`config.mk`:
```
export PLATFORM = sky130hd
export DESIGN_NAME = spi_nor_page_writer
export DESIGN_NICKNAME = d
export VERILOG_FILES = /design/src/rtl/spi_nor_page_writer.sv
export SDC_FILE = /design/constraint.sdc
export NUM_CORES = 1
export LEC_CHECK = 0
export ABC_AREA = 1
export BUFFER_PORTS_ARGS = -buffer_cell sky130_fd_sc_hd__buf_4
export CORE_MARGIN = 3
export CORE_UTILIZATION = 38
export CTS_BUF_LIST = sky130_fd_sc_hd__clkbuf_2 sky130_fd_sc_hd__clkbuf_4 sky130_fd_sc_hd__clkbuf_8
export DETAILED_ROUTE_END_ITERATION = 10
export PLACE_DENSITY = 0.65
export SYNTH_ARGS = -nofsm -noshare
export SYNTH_HDL_FRONTEND = slang
export SYNTH_SLANG_ARGS = --single-unit
```
`constraint.sdc`:
```
create_clock -name clk -period 13.5 [get_ports clk]
set_input_delay 2.7 -clock clk [delete_from_list [all_inputs] [get_ports clk]]
set_output_delay 2.7 -clock clk [all_outputs]
set_load 0.02 [all_outputs]
```
`src/rtl/spi_nor_page_writer.sv`:
```
module spi_nor_page_writer #(
  parameter int          LEN_W     = 16,
  parameter int          PAGE_BITS = 8,
  parameter int          POLL_MAX  = 4096,
  parameter logic [31:0] WIDE_BASE = 32'h0100_0000,
  parameter logic [31:0] DIE_BASE  = 32'h0200_0000
) (
  input  logic             clk,
  input  logic             rst_n,
  input  logic             req_valid,
  output logic             req_ready,
  input  logic [31:0]      req_addr,
  input  logic [LEN_W-1:0] req_len,
  input  logic [1:0]       cfg_amode,
  input  logic             cfg_quad,
  input  logic             wr_valid,
  output logic             wr_ready,
  input  logic [7:0]       wr_data,
  output logic             m_valid,
  input  logic             m_ready,
  output logic [7:0]       m_byte,
  output logic             m_last,
  output logic             m_rd,
  input  logic             r_valid,
  input  logic [7:0]       r_byte,
  output logic             done,
  output logic             err
);
  localparam int CW   = PAGE_BITS + 1;
  localparam int PW   = $clog2(POLL_MAX + 1);
  localparam int PAGE = 1 << PAGE_BITS;

  typedef enum logic [2:0] {ST_IDLE, ST_SEG, ST_POLL, ST_PRSP, ST_CMD, ST_HDR, ST_DATA, ST_WRDI} st_t;
  typedef enum logic [2:0] {PH_DSEL, PH_EN4, PH_WREN, PH_EX4, PH_DDSEL} ph_t;

  st_t             st;
  ph_t             ph;
  logic [31:0]     base_q, cur;
  logic [LEN_W-1:0] len_q, rem;
  logic [CW-1:0]   cnt;
  logic [2:0]      bidx;
  logic [PW-1:0]   pcnt;
  logic [1:0]      am_q;
  logic            quad_q, hi_q, br_q, wide_q, done_q, err_q;

  logic [32:0]     req_end, seg_end;
  logic            split, seg_hi, seg_br;
  logic [LEN_W-1:0] seg_len;
  logic [31:0]     seg_loc;
  logic [CW-1:0]   page_left, chunk;
  logic [2:0]      cmd_n, hdr_n, asel;
  logic [7:0]      cmd_op, addr_byte;
  logic            hs, cmd_end;

  assign req_end   = {1'b0, base_q} + 33'(len_q) - 33'd1;
  assign split     = (am_q == 2'd3) && (base_q < DIE_BASE) && (req_end >= {1'b0, DIE_BASE});
  assign seg_len   = split ? LEN_W'(DIE_BASE - base_q) : len_q;
  assign seg_hi    = (am_q == 2'd3) && (base_q >= DIE_BASE);
  assign seg_loc   = seg_hi ? (base_q - DIE_BASE) : base_q;
  assign seg_end   = {1'b0, seg_loc} + 33'(seg_len) - 33'd1;
  assign seg_br    = quad_q || (am_q[1] && (seg_end >= {1'b0, WIDE_BASE}));

  assign page_left = CW'(PAGE) - CW'(cur[PAGE_BITS-1:0]);
  assign chunk     = (rem < LEN_W'(page_left)) ? CW'(rem) : page_left;

  assign cmd_n     = (ph == PH_DSEL || ph == PH_DDSEL) ? 3'd2 : 3'd1;
  assign hdr_n     = wide_q ? 3'd5 : 3'd4;
  assign asel      = hdr_n - 3'd1 - bidx;
  assign addr_byte = 8'(cur >> {asel, 3'b000});
  assign cmd_end   = (bidx == cmd_n - 3'd1);

  always_comb begin
    case (ph)
      PH_DSEL, PH_DDSEL: cmd_op = 8'hC2;
      PH_EN4:            cmd_op = 8'hB7;
      PH_EX4:            cmd_op = 8'hE9;
      default:           cmd_op = 8'h06;
    endcase
  end

  always_comb begin
    m_valid = 1'b0;
    m_byte  = 8'h00;
    m_last  = 1'b0;
    m_rd    = 1'b0;
    case (st)
      ST_POLL: begin m_valid = 1'b1; m_byte = 8'h05; m_last = 1'b1; m_rd = 1'b1; end
      ST_CMD: begin
        m_valid = 1'b1;
        m_last  = cmd_end;
        m_byte  = (bidx == 3'd0) ? cmd_op : ((ph == PH_DSEL) ? 8'h01 : 8'h00);
      end
      ST_HDR: begin
        m_valid = 1'b1;
        m_byte  = (bidx == 3'd0) ? (quad_q ? 8'h32 : 8'h02) : addr_byte;
      end
      ST_DATA: begin m_valid = wr_valid; m_byte = wr_data; m_last = (cnt == CW'(1)); end
      ST_WRDI: begin m_valid = 1'b1; m_byte = 8'h04; m_last = 1'b1; end
      default: ;
    endcase
  end

  assign hs        = m_valid && m_ready;
  assign wr_ready  = (st == ST_DATA) && m_ready;
  assign req_ready = (st == ST_IDLE);
  assign done      = done_q;
  assign err       = err_q;

  always_ff @(posedge clk) begin
    if (!rst_n) begin
      st <= ST_IDLE; ph <= PH_WREN;
      base_q <= '0; cur <= '0; len_q <= '0; rem <= '0; cnt <= '0;
      bidx <= '0; pcnt <= '0; am_q <= '0;
      quad_q <= 1'b0; hi_q <= 1'b0; br_q <= 1'b0; wide_q <= 1'b0;
      done_q <= 1'b0; err_q <= 1'b0;
    end else begin
      done_q <= 1'b0;
      err_q  <= 1'b0;
      case (st)
        ST_IDLE: if (req_valid) begin
          base_q <= req_addr; len_q <= req_len; am_q <= cfg_amode; quad_q <= cfg_quad;
          if (req_len == '0) done_q <= 1'b1;
          else st <= ST_SEG;
        end
        ST_SEG: begin
          hi_q   <= seg_hi;
          br_q   <= seg_br;
          wide_q <= seg_br || (am_q == 2'd1);
          cur    <= seg_loc;
          rem    <= seg_len;
          base_q <= base_q + 32'(seg_len);
          len_q  <= len_q - seg_len;
          pcnt   <= '0;
          ph     <= seg_hi ? PH_DSEL : (seg_br ? PH_EN4 : PH_WREN);
          st     <= ST_POLL;
        end
        ST_POLL: if (hs) st <= ST_PRSP;
        ST_PRSP: if (r_valid) begin
          if (!r_byte[0]) begin
            pcnt <= '0; bidx <= '0; st <= ST_CMD;
          end else if (pcnt == PW'(POLL_MAX - 1)) begin
            pcnt <= '0; done_q <= 1'b1; err_q <= 1'b1; st <= ST_IDLE;
          end else begin
            pcnt <= pcnt + PW'(1); st <= ST_POLL;
          end
        end
        ST_CMD: if (hs) begin
          if (!cmd_end) bidx <= bidx + 3'd1;
          else begin
            case (ph)
              PH_DSEL: begin ph <= br_q ? PH_EN4 : PH_WREN; st <= ST_POLL; end
              PH_EN4:  begin ph <= PH_WREN; st <= ST_POLL; end
              PH_WREN: begin bidx <= '0; cnt <= chunk; st <= ST_HDR; end
              PH_EX4: begin
                if (hi_q) begin ph <= PH_DDSEL; st <= ST_POLL; end
                else if (len_q != '0) st <= ST_SEG;
                else begin done_q <= 1'b1; st <= ST_IDLE; end
              end
              default: begin
                if (len_q != '0) st <= ST_SEG;
                else begin done_q <= 1'b1; st <= ST_IDLE; end
              end
            endcase
          end
        end
        ST_HDR: if (hs) begin
          if (bidx == hdr_n - 3'd1) st <= ST_DATA;
          else bidx <= bidx + 3'd1;
        end
        ST_DATA: if (hs) begin
          cur <= cur + 32'd1;
          rem <= rem - LEN_W'(1);
          cnt <= cnt - CW'(1);
          if (cnt == CW'(1)) st <= ST_WRDI;
        end
        ST_WRDI: if (hs) begin
          if (rem != '0) begin ph <= PH_WREN; st <= ST_POLL; end
          else if (br_q) begin ph <= PH_EX4; st <= ST_POLL; end
          else if (hi_q) begin ph <= PH_DDSEL; st <= ST_POLL; end
          else if (len_q != '0) st <= ST_SEG;
          else begin done_q <= 1'b1; st <= ST_IDLE; end
        end
        default: st <= ST_IDLE;
      endcase
    end
  end

  AST_PAGE_END_LAST: assert property (@(posedge clk) disable iff (!rst_n)
    (st == ST_DATA && wr_valid && m_ready && (&cur[PAGE_BITS-1:0])) |-> m_last);
  AST_POLL_SHAPE: assert property (@(posedge clk) disable iff (!rst_n)
    (m_valid && m_rd) |-> (m_byte == 8'h05 && m_last));
  AST_WRDI_AFTER_DATA: assert property (@(posedge clk) disable iff (!rst_n)
    (st == ST_DATA && wr_valid && m_ready && m_last) |=> (m_valid && m_byte == 8'h04 && m_last));
  AST_ZERO_LEN_QUIET: assert property (@(posedge clk) disable iff (!rst_n)
    (req_valid && req_ready && req_len == '0) |=> (done && !err && !m_valid));
  AST_DATA_PORT: assert property (@(posedge clk) disable iff (!rst_n)
    wr_ready |-> (m_ready && !m_rd && !req_ready));
  AST_IDLE_QUIET: assert property (@(posedge clk) disable iff (!rst_n)
    req_ready |-> (!m_valid && !wr_ready));
  AST_ERR_AFTER_BUSY: assert property (@(posedge clk) disable iff (!rst_n)
    err |-> (done && $past(r_valid && r_byte[0])));
  AST_HOLD_BYTE: assert property (@(posedge clk) disable iff (!rst_n)
    (m_valid && !m_ready && st != ST_DATA) |=> (m_valid && $stable(m_byte) && $stable(m_last)));
endmodule

```
After elaboration in Yosys (flattened, before gate mapping). Index checks and enable logic that the tools add are counted.

Register bits after elaboration: 135. Output and inout port bits: 15. Word-level logic and storage cells: 190.

Add/sub/neg operators: 17. Magnitude comparators: 5. Eq/ne operators: 33. Shifts and indexed selects: 1. Multiplexer cells: 83. Reduce and logical (&&, ||, !) cells: 35.

Operator list (number): 32-bit one-hot mux with 2 select lines (2); 32-bit two-way mux (3); 3-bit two-way mux (27); 32-bit by 16-bit adder with 33-bit output (2); 33-bit by 1-bit subtractor with 33-bit output, second input constant (2); 16-bit one-hot mux with 2 select lines (2); 16-bit two-way mux (3); 9-bit two-way mux (5); 8-bit one-hot mux with 5 select lines (1); 13-bit two-way mux (3); 3-bit one-hot mux with 3 select lines (4); 33-bit by 25-bit >= comparator with 1-bit output, second input constant (1); 33-bit by 26-bit >= comparator with 1-bit output, second input constant (1); 32-bit by 1-bit adder with 32-bit output, second input constant (1); 32-bit by 16-bit adder with 32-bit output (1); 32-bit by 26-bit >= comparator with 1-bit output, second input constant (1); 32-bit by 26-bit < comparator with 1-bit output, second input constant (1); 16-bit nonzero test (2); 32-bit by 6-bit right shift with 8-bit output (1); 32-bit by 26-bit subtractor with 32-bit output, second input constant (1); 2-bit != test, second input constant (13); 13-bit one-hot mux with 2 select lines (1); 3-bit one-hot mux with 8 select lines (1); 8-bit one-hot mux with 3 select lines (1); other kinds (43) (94).

Longest topological paths before layout.
Depth in word-level cells: 13. Depth in mapped cells: 46. Depth with buffers taken out: 45.

Worst setup path after synthesis. Ideal clock, no wire load.

Path type: in2out. Start point: input port wr_data[5]. End point: output port m_byte[5]. Arrival time: 3.085 ns. Required time: 10.800 ns. Setup slack: 7.715 ns. Cell stages on the path: 1. Cells stage by stage: a221o_1.

Longest elaborated chain between the ends: 1.

RTL lines: start, declared (RTL line 18) `input logic [7:0] wr_data,`; 8-bit one-hot mux with 5 select lines (RTL line 86) `case (st)`; end, declared (RTL line 21) `output logic [7:0] m_byte,`.

Every way passes these cells.

Final worst setup path.
Start point: register base_q[1]. End point: register wide_q.

Longest elaborated chain between the ends: 11. Elaborated cells on any way between the ends: 18.

RTL lines: start, declared (RTL line 38) `logic [31:0] base_q, cur;`; start signal, assigned (RTL line 121) `base_q <= req_addr; len_q <= req_len; am_q <= cfg_amode; quad_q <= cfg_quad;`; start signal, assigned (RTL line 131) `base_q <= base_q + 32'(seg_len);`; 32-bit by 16-bit adder with 33-bit output (RTL line 55) `assign req_end = {1'b0, base_q} + 33'(len_q) - 33'd1;`; 33-bit by 1-bit subtractor with 33-bit output (RTL line 55); 33-bit by 26-bit >= comparator with 1-bit output (RTL line 56) `assign split = (am_q == 2'd3) && (base_q < DIE_BASE) && (req_end >= {1'b0, DIE_BASE});`; 1-bit logical AND (RTL line 56); 16-bit two-way mux (RTL line 57) `assign seg_len = split ? LEN_W'(DIE_BASE - base_q) : len_q;`; 32-bit by 16-bit adder with 33-bit output (*) (RTL line 60) `assign seg_end = {1'b0, seg_loc} + 33'(seg_len) - 33'd1;`; 33-bit by 1-bit subtractor with 33-bit output (*) (RTL line 60); 33-bit by 25-bit >= comparator with 1-bit output (*) (RTL line 61) `assign seg_br = quad_q || (am_q[1] && (seg_end >= {1'b0, WIDE_BASE}));`; 1-bit logical AND (*) (RTL line 61); 1-bit logical OR (*) (RTL line 61); 1-bit logical OR (*) (RTL line 128) `wide_q <= seg_br || (am_q == 2'd1);`; end signal, assigned (RTL line 128); end, declared (RTL line 44) `logic quad_q, hi_q, br_q, wide_q, done_q, err_q;`.

Mark *: on every way between the ends. The rest lies on a longest branch, timed or not. A chain may end at the register's enable or synchronous reset.

==> impl_metrics.prom <==
# TYPE chip_impl_metric gauge
chip_impl_metric{name="starting_drt_drc_count",unit=""} 1451
chip_impl_metric{name="cts.reportedPaths.clkPinSlew",unit="ns"} 0.09
chip_impl_metric{name="layout-drive-gt1-share",unit=""} 0.0845
chip_impl_info{name="highest_layer",value="met4"} 1
chip_impl_info{name="status",value="complete, no violations"} 1
chip_impl_metric{name="data_arrival_at_the_endpoint_of_the_critical_path",unit="ns"} 6.68
chip_impl_metric{name="cts.sink_count",unit=""} 135
chip_impl_metric{name="reg2reg_setup_slack",unit="ns"} 7.22
chip_impl_metric{name="final_min_period",unit="ns"} 6.28
chip_impl_metric{name="filler_cell_count",unit=""} 4151
chip_impl_metric{name="postSynthNetCount",unit=""} 2721
chip_impl_metric{name="finalCritPeriodShare",unit=""} 0.465
chip_impl_metric{name="cts.path.max_buffers",unit=""} 2
chip_impl_metric{name="post_cts.resized_instances",unit=""} 0
chip_impl_metric{name="portBuffers",unit=""} 80
chip_impl_info{name="crit_start",value="base_q[1]"} 1
chip_impl_metric{name="htreeDepth",unit=""} 4
chip_impl_metric{name="totalWireLength",unit="um"} 50700
chip_impl_metric{name="antennaDiodeCount",unit=""} 0
chip_impl_metric{name="route.vias.total",unit=""} 16340
chip_impl_metric{name="post-synth-top-area-fraction",unit=""} 0.180
chip_impl_info{name="yosys_most_used_dff",value="sky130_fd_sc_hd__dfxtp_1"} 1
chip_impl_info{name="criticalPathCategory",value="reg2reg"} 1
chip_impl_info{name="critPathSlowestCell",value="sky130_fd_sc_hd__dfxtp_1"} 1
chip_impl_metric{name="r2r_cells",unit=""} 37
chip_impl_metric{name="post-dp-hpwl",unit="um"} 40000
chip_impl_metric{name="synthCells",unit=""} 2480
chip_impl_info{name="grt_setup_unrepaired",value="no"} 1
chip_impl_metric{name="detailroute.wirelength.met3",unit="um"} 3550
chip_impl_info{name="post-synth-top-count-cell",value="sky130_fd_sc_hd__nand2_1"} 1
chip_impl_metric{name="share_of_synthesized_flip_flops_with_an_asynchronous_set_or_reset",unit=""} 0
chip_impl_metric{name="routed-wl-met2",unit="um"} 22000
chip_impl_metric{name="synth-edff-count",unit=""} 0
chip_impl_metric{name="final-setup-viol-count",unit=""} 0
chip_impl_metric{name="ioPinCount",unit=""} 88
chip_impl_metric{name="fin_worst_skew",unit="ns"} 0.0253
chip_impl_metric{name="maxSlewHeadroom",unit=""} 0.253
chip_impl_metric{name="placeableCoreArea",unit="um^2"} 38800
chip_impl_metric{name="whs_path_depth",unit=""} 2
chip_impl_metric{name="ys_ff_latch",unit=""} 135
chip_impl_metric{name="seq_area_frac_synth",unit=""} 0.180
chip_impl_info{name="synth_top_cells_by_count",value="sky130_fd_sc_hd__nand2_1 (608), sky130_fd_sc_hd__inv_1 (376), sky130_fd_sc_hd__a21oi_1 (254), sky130_fd_sc_hd__nor2_1 (197), sky130_fd_sc_hd__ha_1 (163)"} 1
chip_impl_metric{name="route.layer.met1.wl",unit="um"} 23600
chip_impl_metric{name="synth.avg_cell_area",unit="um^2"} 6.05
chip_impl_metric{name="tightestPinTransition",unit="ns"} 1.11
chip_impl_metric{name="finalMaxSlewViolations",unit=""} 0
chip_impl_metric{name="area_growth",unit="%"} 9.83
chip_impl_metric{name="via_count_of_the_first_global_routing_pass",unit=""} 15045
chip_impl_metric{name="cap_violations",unit=""} 0
chip_impl_metric{name="grt_usage",unit=""} 0.240
chip_impl_info{name="min_path_type",value="reg2reg"} 1
chip_impl_metric{name="detail_route.first_pass.iterations",unit=""} 6
chip_impl_metric{name="grt_antenna_before_repair",unit=""} 0
chip_impl_metric{name="fin_tns_setup",unit="ns"} 0
chip_impl_metric{name="die_w",unit="um"} 205
chip_impl_info{name="post_synth_main_area_contributors",value="sky130_fd_sc_hd__dfxtp_1 (18%), sky130_fd_sc_hd__nand2_1 (15%), sky130_fd_sc_hd__ha_1 (14%)"} 1
chip_impl_metric{name="chipHeight",unit="um"} 205
chip_impl_metric{name="avgViaCountPerCell",unit=""} 5.36
chip_impl_metric{name="wire_length_of_the_first_global_routing_pass",unit="um"} 80400
chip_impl_info{name="critical_path.most_common_cell",value="sky130_fd_sc_hd__nand2_1"} 1
chip_impl_metric{name="max_stage_delay",unit="ns"} 0.44
chip_impl_metric{name="grt_max_degree",unit=""} 68
chip_impl_metric{name="dieArea",unit="um^2"} 41900
chip_impl_metric{name="globalRouteOverflowTotal",unit=""} 0
chip_impl_metric{name="initial_core_util",unit=""} 0.386
chip_impl_metric{name="post-cts-setup-buffer-count",unit=""} 0
chip_impl_info{name="cts-root-buf",value="sky130_fd_sc_hd__clkbuf_8"} 1
chip_impl_metric{name="ant_nets",unit=""} 0
chip_impl_metric{name="worstPathMaxFanout",unit=""} 19
chip_impl_metric{name="cts-hold-fix-buffers",unit=""} 0
chip_impl_info{name="setup.worst_path.start_class",value="flip-flop"} 1
chip_impl_info{name="cts_tree",value="done"} 1
chip_impl_metric{name="yosysWarningCount",unit=""} 0
chip_impl_info{name="setup_crit_end_kind",value="flip-flop"} 1
chip_impl_metric{name="net_count_final",unit=""} 2761
chip_impl_metric{name="clock_latency",unit="ns"} 0.51
chip_impl_info{name="crit-reg2reg-launch",value="base_q[1]"} 1
chip_impl_metric{name="cts_buffers",unit=""} 17
chip_impl_metric{name="hold_viol",unit=""} 0
chip_impl_info{name="crit_end",value="wide_q"} 1
chip_impl_metric{name="rows",unit=""} 72
chip_impl_metric{name="wire_per_inst",unit="um"} 16.6
chip_impl_metric{name="drc",unit=""} 0
chip_impl_metric{name="clock.fmax",unit="MHz"} 159
chip_impl_metric{name="worst_ep_required_time",unit="ns"} 13.90
chip_impl_metric{name="gp_routability_congestion",unit=""} 0.987
chip_impl_info{name="r2r-end",value="wide_q"} 1
chip_impl_info{name="library_cell_with_the_largest_summed_area_after_synthesis",value="sky130_fd_sc_hd__dfxtp_1"} 1
chip_impl_metric{name="syn_area",unit="um^2"} 15000
chip_impl_metric{name="yosysUniqueCellTypes",unit=""} 61
## cell families after synthesis
family	after synthesis	share of synthesized area
AOI/OAI and AO/OA	563	0.212
buffers and inverters	475	0.121
adders and majority gates	168	0.143
and+or+nand+nor	1074	0.306
xor gates and xnor gates	65	0.0379
DFF	135	0.180
## registers in the layout, indices dropped and copies added (netlist names)
signal and flops:
quad_q 1, am_q 2, st 3, cnt 9, base_q 32, len_q 16
ph 3, br_q 1, bidx 3, pcnt 13, hi_q 1, err 1
wide_q 1, rem 16, done 1, cur 32
## per-stage QoR
step	util	instance area, um^2	setup WS [ns]	hold slack, ns	cells
6_report	0.424	16500	7.22	0.446	3051
3_5_place_dp	0.413	16000	7.33	0.433	3019
3_3_place_gp	0.413	16000	7.36	0.427	3019
5_1_grt	0.424	16500	6.72	0.482	3051
4_1_cts	0.424	16500	7.28	0.448	3051
2_1_floorplan	-	15000	7.71	0.417	2480
## worst max-delay path: cells and delay by family, from the launching register on
| family | cells | cell delay, ns |
|---|---|---|
| AOI/OAI and AO/OA | 6 | 1.30 |
| adders and majority gates | 5 | 1.68 |
| buffers and inverters | 7 | 0.69 |
| DFF | 1 | 0.44 |
| and+or+nand+nor | 19 | 2.09 |
## final cells by class
class                   instances  area, um^2  area share
clock buffers                  19         255      0.0155
flip-flops and latches        135        2700       0.164
multi-input cells            1870       10500       0.637
repair buffers                 87         653      0.0396
inverters                     409        1540      0.0935
clock inverters                13         184      0.0112
well taps                     518         648      0.0393
## how the worst min path moves through the flow
stage | slack (ns) | start | endpoint
6_report | 0.45 | pcnt[12] | pcnt[12]
5_1_grt | 0.48 | pcnt[12] | pcnt[12]
4_1_cts | 0.45 | pcnt[12] | pcnt[12]
3_5_place_dp | 0.43 | pcnt[12] | pcnt[12]
3_3_place_gp | 0.43 | pcnt[12] | pcnt[12]
2_1_floorplan | 0.42 | pcnt[12] | pcnt[12]
## per-layer routing
metal | track usage | up-vias
met3 | 0.0442 | 91
met2 | 0.376 | 562
li1 | - | 8199
met4 | 0.0772 | 0
met5 | 0 | -
met1 | 0.334 | 7488
## cell usage in the layout, fill, tap and decap left out, types with 4 or more instances in the layout
master and count:
sky130_fd_sc_hd__a21o_1 8, sky130_fd_sc_hd__o31ai_1 5, sky130_fd_sc_hd__o211ai_1 18, sky130_fd_sc_hd__o21bai_1 12, sky130_fd_sc_hd__nand2_2 9, sky130_fd_sc_hd__nand3_1 112
sky130_fd_sc_hd__o21ai_1 15, sky130_fd_sc_hd__nor2_4 8, sky130_fd_sc_hd__xnor2_1 11, sky130_fd_sc_hd__clkbuf_8 18, sky130_fd_sc_hd__nor3b_1 4, sky130_fd_sc_hd__nor2_2 10
sky130_fd_sc_hd__o21ai_0 157, sky130_fd_sc_hd__o21ai_2 7, sky130_fd_sc_hd__nand2_1 608, sky130_fd_sc_hd__inv_1 375, sky130_fd_sc_hd__or2_2 15, sky130_fd_sc_hd__a221oi_1 10
sky130_fd_sc_hd__ha_1 163, sky130_fd_sc_hd__nor2_1 196, sky130_fd_sc_hd__a21oi_1 254, sky130_fd_sc_hd__o21a_1 11, sky130_fd_sc_hd__nor3_1 52, sky130_fd_sc_hd__nor4_1 16
sky130_fd_sc_hd__buf_4 87, sky130_fd_sc_hd__nor3_2 4, sky130_fd_sc_hd__o221ai_1 14, sky130_fd_sc_hd__fa_1 5, sky130_fd_sc_hd__a31oi_1 27, sky130_fd_sc_hd__xor2_1 54
sky130_fd_sc_hd__inv_2 29, sky130_fd_sc_hd__a211oi_1 5, sky130_fd_sc_hd__dfxtp_1 135, sky130_fd_sc_hd__inv_6 4, sky130_fd_sc_hd__nand4_1 28
Power is not shown: default switching activity piles up to over one toggle a cycle in this logic, so the estimate is an artifact.
